## config.mk

```make
export PLATFORM = sky130hd
export DESIGN_NAME = tile_addr_walker
export DESIGN_NICKNAME = d
export VERILOG_FILES = /design/src/rtl/tw_pkg.sv /design/src/rtl/tw_offset_calc.sv /design/src/rtl/tw_ctrl.sv /design/src/rtl/tw_datapath.sv /design/src/rtl/tile_addr_walker.sv
export SDC_FILE = /design/constraint.sdc
export NUM_CORES = 2
export LEC_CHECK = 0
export BUFFER_PORTS_ARGS = -buffer_cell sky130_fd_sc_hd__buf_4
export CAP_MARGIN = 40
export CORE_MARGIN = 1.5
export CORE_UTILIZATION = 55
export CTS_BUF_LIST = sky130_fd_sc_hd__clkbuf_16
export CTS_CLUSTER_DIAMETER = 50
export DETAILED_ROUTE_END_ITERATION = 8
export PLACE_DENSITY = 0.72
export SLEW_MARGIN = 20
export SYNTH_ARGS = -nofsm -noshare
export SYNTH_HDL_FRONTEND = slang
export SYNTH_SLANG_ARGS = --single-unit
export TNS_END_PERCENT = 1
```

## constraint.sdc

```tcl
create_clock -name clk -period 14.4 [get_ports clk]
set_clock_uncertainty 0.1 [all_clocks]
set_input_delay 0.72 -clock clk [delete_from_list [all_inputs] [get_ports clk]]
set_output_delay 0.72 -clock clk [all_outputs]
set_load 0.005 [all_outputs]
```

## src/rtl/tw_pkg.sv

```systemverilog
package tw_pkg;

  typedef enum logic [1:0] {
    LAY_LINEAR = 2'd0,
    LAY_XMAJ   = 2'd1,
    LAY_YMAJ   = 2'd2,
    LAY_WMAJ   = 2'd3
  } tw_layout_e;

  typedef enum logic [1:0] {
    ST_IDLE  = 2'd0,
    ST_RUN   = 2'd1,
    ST_DRAIN = 2'd2
  } tw_state_e;

  // strobes from control to datapath
  typedef struct packed {
    logic loadCfg;
    logic emit;
    logic stepCol;
    logic stepRow;
    logic stepSlice;
    logic drain;
  } tw_strobe_t;

endpackage

```

## src/rtl/tw_offset_calc.sv

```systemverilog
module tw_offset_calc import tw_pkg::*; #(
  parameter int COORD_W = 16,
  parameter int PITCH_W = 16,
  parameter int OFF_W   = 32
) (
  input  tw_layout_e           layout,
  input  logic [COORD_W-1:0]   x,
  input  logic [COORD_W-1:0]   y,
  input  logic [PITCH_W-1:0]   pitch,
  input  logic                 swizzleEn,
  output logic [OFF_W-1:0]     offset
);

  logic [OFF_W-1:0] xw, yw, pw;
  logic [OFF_W-1:0] offLin, offX, offY, offW;
  logic [OFF_W-1:0] tileX, tileY, tileW, unitY;
  logic [11:0]      inTileW;
  logic [OFF_W-1:0] raw;
  logic             flip;

  always_comb begin
    xw = OFF_W'(x);
    yw = OFF_W'(y);
    pw = OFF_W'(pitch);

    offLin = yw * pw + xw;

    tileX = (yw >> 3) * (pw >> 9) + (xw >> 9);
    offX  = (tileX << 12) | ((yw & OFF_W'(7)) << 9) | (xw & OFF_W'(511));

    tileY = (yw >> 5) * (pw >> 7) + (xw >> 7);
    unitY = (((xw >> 4) & OFF_W'(7)) << 5) | (yw & OFF_W'(31));
    offY  = (tileY << 12) | (unitY << 4) | (xw & OFF_W'(15));

    tileW   = (yw >> 6) * (pw >> 6) + (xw >> 6);
    inTileW = {x[5:3], y[5:3], y[2], x[2], y[1], x[1], y[0], x[0]};
    offW    = (tileW << 12) | OFF_W'(inTileW);

    unique case (layout)
      LAY_XMAJ: begin raw = offX; flip = raw[9] ^ raw[10]; end
      LAY_YMAJ: begin raw = offY; flip = raw[9]; end
      LAY_WMAJ: begin raw = offW; flip = raw[9]; end
      default:  begin raw = offLin; flip = 1'b0; end
    endcase

    offset    = raw;
    offset[6] = raw[6] ^ (swizzleEn & flip);
  end

endmodule

```

## src/rtl/tw_ctrl.sv

```systemverilog
module tw_ctrl import tw_pkg::*; #(
  parameter int CNT_W = 12
) (
  input  logic             clk,
  input  logic             rstN,
  input  logic             start,
  input  logic [CNT_W-1:0] boxWidth,
  input  logic [CNT_W-1:0] boxHeight,
  input  logic [CNT_W-1:0] sliceCount,
  input  logic             outValid,
  input  logic             outReady,
  output tw_strobe_t       strobe,
  output logic             busy,
  output logic             done
);

  tw_state_e        state;
  logic [CNT_W-1:0] col, row, slc;
  logic [CNT_W-1:0] wLat, hLat, dLat;
  logic             accept, zeroBox, canLoad;
  logic             lastCol, lastRow, lastSlice;

  always_comb begin
    accept    = (state == ST_IDLE) && start;
    zeroBox   = (boxWidth == '0) || (boxHeight == '0) || (sliceCount == '0);
    canLoad   = !outValid || outReady;
    lastCol   = col == wLat - CNT_W'(1);
    lastRow   = row == hLat - CNT_W'(1);
    lastSlice = slc == dLat - CNT_W'(1);

    strobe.loadCfg   = accept && !zeroBox;
    strobe.emit      = (state == ST_RUN) && canLoad;
    strobe.stepCol   = strobe.emit && !lastCol;
    strobe.stepRow   = strobe.emit && lastCol && !lastRow;
    strobe.stepSlice = strobe.emit && lastCol && lastRow && !lastSlice;
    strobe.drain     = (state == ST_DRAIN) && outValid && outReady;
  end

  assign busy = state != ST_IDLE;

  always_ff @(posedge clk) begin
    if (!rstN) begin
      state <= ST_IDLE;
      col   <= '0;
      row   <= '0;
      slc   <= '0;
      wLat  <= '0;
      hLat  <= '0;
      dLat  <= '0;
      done  <= 1'b0;
    end else begin
      done <= strobe.drain || (accept && zeroBox);
      unique case (state)
        ST_IDLE: if (strobe.loadCfg) begin
          wLat  <= boxWidth;
          hLat  <= boxHeight;
          dLat  <= sliceCount;
          col   <= '0;
          row   <= '0;
          slc   <= '0;
          state <= ST_RUN;
        end
        ST_RUN: begin
          if (strobe.stepCol) col <= col + CNT_W'(1);
          if (strobe.stepRow) begin
            col <= '0;
            row <= row + CNT_W'(1);
          end
          if (strobe.stepSlice) begin
            col <= '0;
            row <= '0;
            slc <= slc + CNT_W'(1);
          end
          if (strobe.emit && lastCol && lastRow && lastSlice) state <= ST_DRAIN;
        end
        ST_DRAIN: if (strobe.drain) state <= ST_IDLE;
        default: state <= ST_IDLE;
      endcase
    end
  end

  AST_ZERO_BOX: assert property (@(posedge clk) disable iff (!rstN)
    (accept && zeroBox) |=> (done && !busy));

  AST_START_IGNORED: assert property (@(posedge clk) disable iff (!rstN)
    (start && state == ST_RUN) |=> busy);

endmodule

```

## src/rtl/tw_datapath.sv

```systemverilog
module tw_datapath import tw_pkg::*; #(
  parameter int COORD_W = 16,
  parameter int PITCH_W = 16,
  parameter int ELEM_W  = 4,
  parameter int OFF_W   = 32
) (
  input  logic               clk,
  input  logic               rstN,
  input  tw_strobe_t         strobe,
  input  tw_layout_e         layoutSel,
  input  logic [PITCH_W-1:0] pitch,
  input  logic [COORD_W-1:0] originX,
  input  logic [COORD_W-1:0] originY,
  input  logic [COORD_W-1:0] sliceStep,
  input  logic [ELEM_W-1:0]  elemBytes,
  input  logic               swizzleEn,
  input  logic               outReady,
  output logic               outValid,
  output logic [OFF_W-1:0]   outOffset
);

  tw_layout_e         layLat;
  logic [PITCH_W-1:0] pitchLat;
  logic [COORD_W-1:0] stepLat;
  logic [ELEM_W-1:0]  elemLat;
  logic               swzLat;
  logic [COORD_W-1:0] curX, curY, rowX, sliceY, nextSliceY;
  logic [OFF_W-1:0]   calcOff;

  tw_offset_calc #(.COORD_W(COORD_W), .PITCH_W(PITCH_W), .OFF_W(OFF_W)) u_calc (
    .layout    (layLat),
    .x         (curX),
    .y         (curY),
    .pitch     (pitchLat),
    .swizzleEn (swzLat),
    .offset    (calcOff)
  );

  assign nextSliceY = sliceY + stepLat;

  always_ff @(posedge clk) begin
    if (!rstN) begin
      layLat    <= LAY_LINEAR;
      pitchLat  <= '0;
      stepLat   <= '0;
      elemLat   <= '0;
      swzLat    <= 1'b0;
      curX      <= '0;
      curY      <= '0;
      rowX      <= '0;
      sliceY    <= '0;
      outValid  <= 1'b0;
      outOffset <= '0;
    end else begin
      if (strobe.loadCfg) begin
        layLat   <= layoutSel;
        pitchLat <= pitch;
        stepLat  <= sliceStep;
        elemLat  <= elemBytes;
        swzLat   <= swizzleEn;
        curX     <= originX;
        curY     <= originY;
        rowX     <= originX;
        sliceY   <= originY;
      end
      if (strobe.emit) begin
        outOffset <= calcOff;
        outValid  <= 1'b1;
      end else if (strobe.drain) begin
        outValid  <= 1'b0;
      end
      if (strobe.stepCol) curX <= curX + COORD_W'(elemLat);
      if (strobe.stepRow) begin
        curX <= rowX;
        curY <= curY + COORD_W'(1);
      end
      if (strobe.stepSlice) begin
        curX   <= rowX;
        curY   <= nextSliceY;
        sliceY <= nextSliceY;
      end
    end
  end

  AST_HOLD_STABLE: assert property (@(posedge clk) disable iff (!rstN)
    (outValid && !outReady) |=> (outValid && $stable(outOffset)));

endmodule

```

## src/rtl/tile_addr_walker.sv

```systemverilog
module tile_addr_walker import tw_pkg::*; #(
  parameter int COORD_W = 16,
  parameter int PITCH_W = 16,
  parameter int CNT_W   = 12,
  parameter int ELEM_W  = 4,
  parameter int OFF_W   = 32
) (
  input  logic               clk,
  input  logic               rstN,
  input  logic               start,
  input  logic [1:0]         layoutSel,
  input  logic [PITCH_W-1:0] pitch,
  input  logic [COORD_W-1:0] originX,
  input  logic [COORD_W-1:0] originY,
  input  logic [CNT_W-1:0]   boxWidth,
  input  logic [CNT_W-1:0]   boxHeight,
  input  logic [CNT_W-1:0]   sliceCount,
  input  logic [COORD_W-1:0] sliceStep,
  input  logic [ELEM_W-1:0]  elemBytes,
  input  logic               swizzleEn,
  input  logic               outReady,
  output logic               outValid,
  output logic [OFF_W-1:0]   outOffset,
  output logic               done,
  output logic               busy
);

  tw_strobe_t strobe;

  tw_ctrl #(.CNT_W(CNT_W)) u_ctrl (
    .clk        (clk),
    .rstN       (rstN),
    .start      (start),
    .boxWidth   (boxWidth),
    .boxHeight  (boxHeight),
    .sliceCount (sliceCount),
    .outValid   (outValid),
    .outReady   (outReady),
    .strobe     (strobe),
    .busy       (busy),
    .done       (done)
  );

  tw_datapath #(.COORD_W(COORD_W), .PITCH_W(PITCH_W), .ELEM_W(ELEM_W), .OFF_W(OFF_W)) u_dp (
    .clk       (clk),
    .rstN      (rstN),
    .strobe    (strobe),
    .layoutSel (tw_layout_e'(layoutSel)),
    .pitch     (pitch),
    .originX   (originX),
    .originY   (originY),
    .sliceStep (sliceStep),
    .elemBytes (elemBytes),
    .swizzleEn (swizzleEn),
    .outReady  (outReady),
    .outValid  (outValid),
    .outOffset (outOffset)
  );

  AST_DONE_CLEAN: assert property (@(posedge clk) disable iff (!rstN)
    done |-> (!outValid && !busy));

  AST_IDLE_QUIET: assert property (@(posedge clk) disable iff (!rstN)
    !busy |-> !outValid);

endmodule

```

==> reports/qor.csv <==
stage,metric,value,unit
synthesis,synth_cells,3206,
clocking,cts-resized-gates,0,
critical_path,crit_required,14800,ps
power,powerDensity,77.9,nW/um^2
clocking,cts.sinks,211,
run_status,status,completed,
synthesis,synthSimpleGateAreaFrac,17.8,%
clocking,hold_buffers,0,
synthesis,syn-num-nets,3838,
finish,nets,3898,
critical_path,worstPathCellList,nand2_1 > fa_1 > fa_1 > fa_1 > fa_1 > inv_1 > fa_1 > inv_1 > fa_1 > inv_1 > ha_1 > a21oi_1 > o21ai_0 > a2111oi_0 > or2_2 > a21oi_1 > a22o_1 > o22ai_1 > o21ai_0 > xor2_1 > a211oi_1,
finish,area_growth,9.95,%
global_routing,grt_max_degree,79,
detailed_routing,viasPerCell,5.83,
critical_path,cp_num_buf_inv,3,
floorplan,start_util,55.4,%
synthesis,synthTopCellsByArea,"fa_1 (23%), dfxtp_1 (16%), ha_1 (11%)",
synthesis,synth_xor_area_share,5.46,%
critical_path,end_kind,flop,
timing,finalHoldViolCount,0,
synthesis,post_synth.cell_area_avg,8.01,um^2
power,pwr-share-clk,31.8,%
critical_path,critPathSlowestCell,dfxtp_1,
floorplan,io_pins,146,
synthesis,yosysSeqAreaShare,16.4,%
detailed_routing,drtPass1Iterations,5,
detailed_routing,totalWireLength,80100,um
critical_path,cp_top_family,adder cells,
synthesis,synth_top_area_share,22.8,%
power,ir_drop,0.111,mV
finish,antenna_cells,0,
clocking,cts_buffers,29,
place,gp_congestion,0.994,
timing,finalMaxSlewViolations,0,
synthesis,syn_area,25700,um^2
detailed_routing,postRouteAntennaNets,0,
power,pwr-share-seq,31.3,%
global_routing,grt_usage,33.7,%
power,power.internal,1340,uW
synthesis,synthMuxAreaShare,1.74,%
power,p_sw_share,38.9,%
clocking,cts_tree,done,
critical_path,cp.arrival,7760,ps
synthesis,synth_edf_count,0,
detailed_routing,num_vias,22700,
critical_path,cp-start-kind,flop,
floorplan,rows,79,
timing,fmax,136,MHz
floorplan,core-area,46400,um^2
timing,setup_violations,0,
clocking,clock_path_buffers,3,
detailed_routing,drt_iter0_markers,1832,
worst_hold_path,min_path_type,input port to flop,
power,total_power,2200,uW
timing,worst_pin_slew,905,ps
place,numPortBuffers,145,
clocking,clk_latency,590,ps
global_routing,antenna_found_initial,1,
timing,timing.final.crit_share,51.1,%
critical_path,crit_top_cell,fa_1,
clocking,clk_pin_slew_worst_paths,60,ps
synthesis,yosysTopAreaCell,fa_1,
timing,finalCriticalPeriod,7360,ps
global_routing,grt_pass1_vias,22400,
synthesis,ys_ff_latch,211,
synthesis,ys_types,75,
timing,slew_headroom,39.6,%
global_routing,overflow,0,
synthesis,synth_common_cells,"inv_1 (531), nand2_1 (486), fa_1 (292), a21oi_1 (234), ha_1 (229)",
timing,setup_tns,0,ps
synthesis,ys_async_sr_fraction,0,%
power,pwr-share-comb,36.8,%
synthesis,synth-adder-area-share,33.9,%
floorplan,die_w,219,um
synthesis,synth.most_common_cell,inv_1,
critical_path,crit_fanout,20,
floorplan,dieArea,48000,um^2
finish,layoutNonFillerInstCount,3895,
timing,rsz0062_at_grt,no,
clocking,cts.root.buffer_cell,clkbuf_16,
critical_path,cpPeakStageDelay,820,ps
power,switchingPower,856,uW
finish,drive_gt1_share,8.49,%
global_routing,grt_first_pass_wirelength,125000,um
finish,finish.utilization,60.9,%
flow_run,maxCapViolCount,0,
place,dp_hpwl,63400,um
synthesis,synth_compound_area_share,14.5,%
detailed_routing,drc,0,
floorplan,die_y,219,um
place,place_inst,3835,
power,p_leak,0.0135,uW
synthesis,ys_warn_count,0,
detailed_routing,wire_per_inst,20.6,um
critical_path,worstSetupPathType,flop to flop,
clocking,cts_htree_levels,1,
synthesis,synth-main-ff-cell,dfxtp_1,
clocking,cts_setup_buffers,0,
synthesis,synth_top_family_by_area,adder cells,
area by class of cell:
| class | instances | area [um^2] |
|---|---|---|
| clock buffers | 29 | 726 |
| clock inverters | 24 | 193 |
| fillers | 4109 | 18100 |
| inverters | 531 | 2000 |
| multi-input cells | 2307 | 18900 |
| flip-flops and latches | 211 | 4230 |
| well taps | 607 | 759 |
| repair buffers | 186 | 1470 |
layer usage:
layer / global-route usage [%] / vias to the layer above / routed length, um
met5: 0 / - / 0
met4: 15.7 / 0 / 4170
met3: 5.42 / 222 / 5240
met2: 55.1 / 859 / 37500
met1: 43.7 / 11100 / 33300
li1: - / 10500 / -
worst paths after layout:
check                                                       end  cells after the start  slack (ps)                       startpoint
worst min-delay path              u_dp.stepLat[12]$_SDFFE_PN0P_                      3         280                    sliceStep[12]
worst min register to register  u_dp.outOffset[20]$_SDFFE_PN0P_                      2         350  u_dp.outOffset[20]$_SDFFE_PN0P_
worst max register to register  u_dp.outOffset[30]$_SDFFE_PN0P_                     21        7040       u_dp.curY[10]$_SDFFE_PN0P_
worst max-delay path            u_dp.outOffset[30]$_SDFFE_PN0P_                     21        7040       u_dp.curY[10]$_SDFFE_PN0P_
cells by family after synthesis:
| family | after synthesis |
|---|---|
| simple gates | 987 |
| buf+inv | 688 |
| compound gates | 606 |
| fa+ha+maj | 521 |
| flops | 211 |
| xor+xnor | 160 |
| mux | 33 |
registers in the layout, summed over array words and instances (netlist names), 16 cells and up:
name,count
u_dp.curY,16
u_dp.outOffset,32
u_dp.pitchLat,16
u_dp.stepLat,16
u_dp.curX,16
u_dp.rowX,16
u_dp.sliceY,16
per-stage QoR:
stage | hold slack (ps) | area (um^2) | setup slack, ps
global route | 286 | 28200 | 6700
CTS | 264 | 28100 | 7080
global placement | 331 | 27200 | 7330
floorplan | 335 | 25700 | 7930
detailed placement | 342 | 27200 | 7090
finish | 283 | 28200 | 7040
placed cells by master, fill, tap and decap left out, types with 6 or more instances in the layout:
| cell type | instances |
|---|---|
| and3_1 | 22 |
| a31oi_1 | 30 |
| nor2_1 | 139 |
| o22ai_1 | 11 |
| clkbuf_16 | 29 |
| and2_1 | 117 |
| o21bai_1 | 13 |
| xnor2_1 | 107 |
| a21oi_1 | 234 |
| nor3_1 | 36 |
| fa_1 | 292 |
| mux4_2 | 9 |
| o31ai_1 | 8 |
| a221oi_1 | 9 |
| nor2b_1 | 17 |
| or3_1 | 15 |
| nand2_1 | 486 |
| mux2i_1 | 20 |
| buf_4 | 175 |
| o21ai_1 | 9 |
| nand3_1 | 55 |
| dfxtp_1 | 209 |
| o211ai_1 | 24 |
| o21ai_0 | 109 |
| o21a_1 | 20 |
| a211oi_1 | 40 |
| nand2b_1 | 14 |
| nand4_1 | 12 |
| xor2_1 | 53 |
| a22oi_1 | 6 |
| inv_1 | 535 |
| or2_2 | 11 |
| nor4_1 | 26 |
| a21o_1 | 33 |
| ha_1 | 229 |
power by group through the flow:
stage | logic [uW] | registers, uW | clock network (uW)
6_report | 810 | 690 | 701
3_5_place_dp | 785 | 704 | 0
5_1_grt | 895 | 695 | 728
4_1_cts | 795 | 692 | 705
3_3_place_gp | 767 | 704 | 0
2_1_floorplan | 557 | 660 | 0
worst register-to-register path: cells and delay by family, from the launching register on:
| family | cells | cell delay (ps) |
|---|---|---|
| AND/OR/NAND/NOR | 2 | 500 |
| AO/OA/AOI/OAI | 8 | 2150 |
| flip-flops | 1 | 820 |
| buffers and inverters | 3 | 140 |
| XOR/XNOR | 1 | 150 |
| adder cells (fa/ha/maj) | 7 | 3410 |
Note: power is estimated with default switching activity, not from simulation.
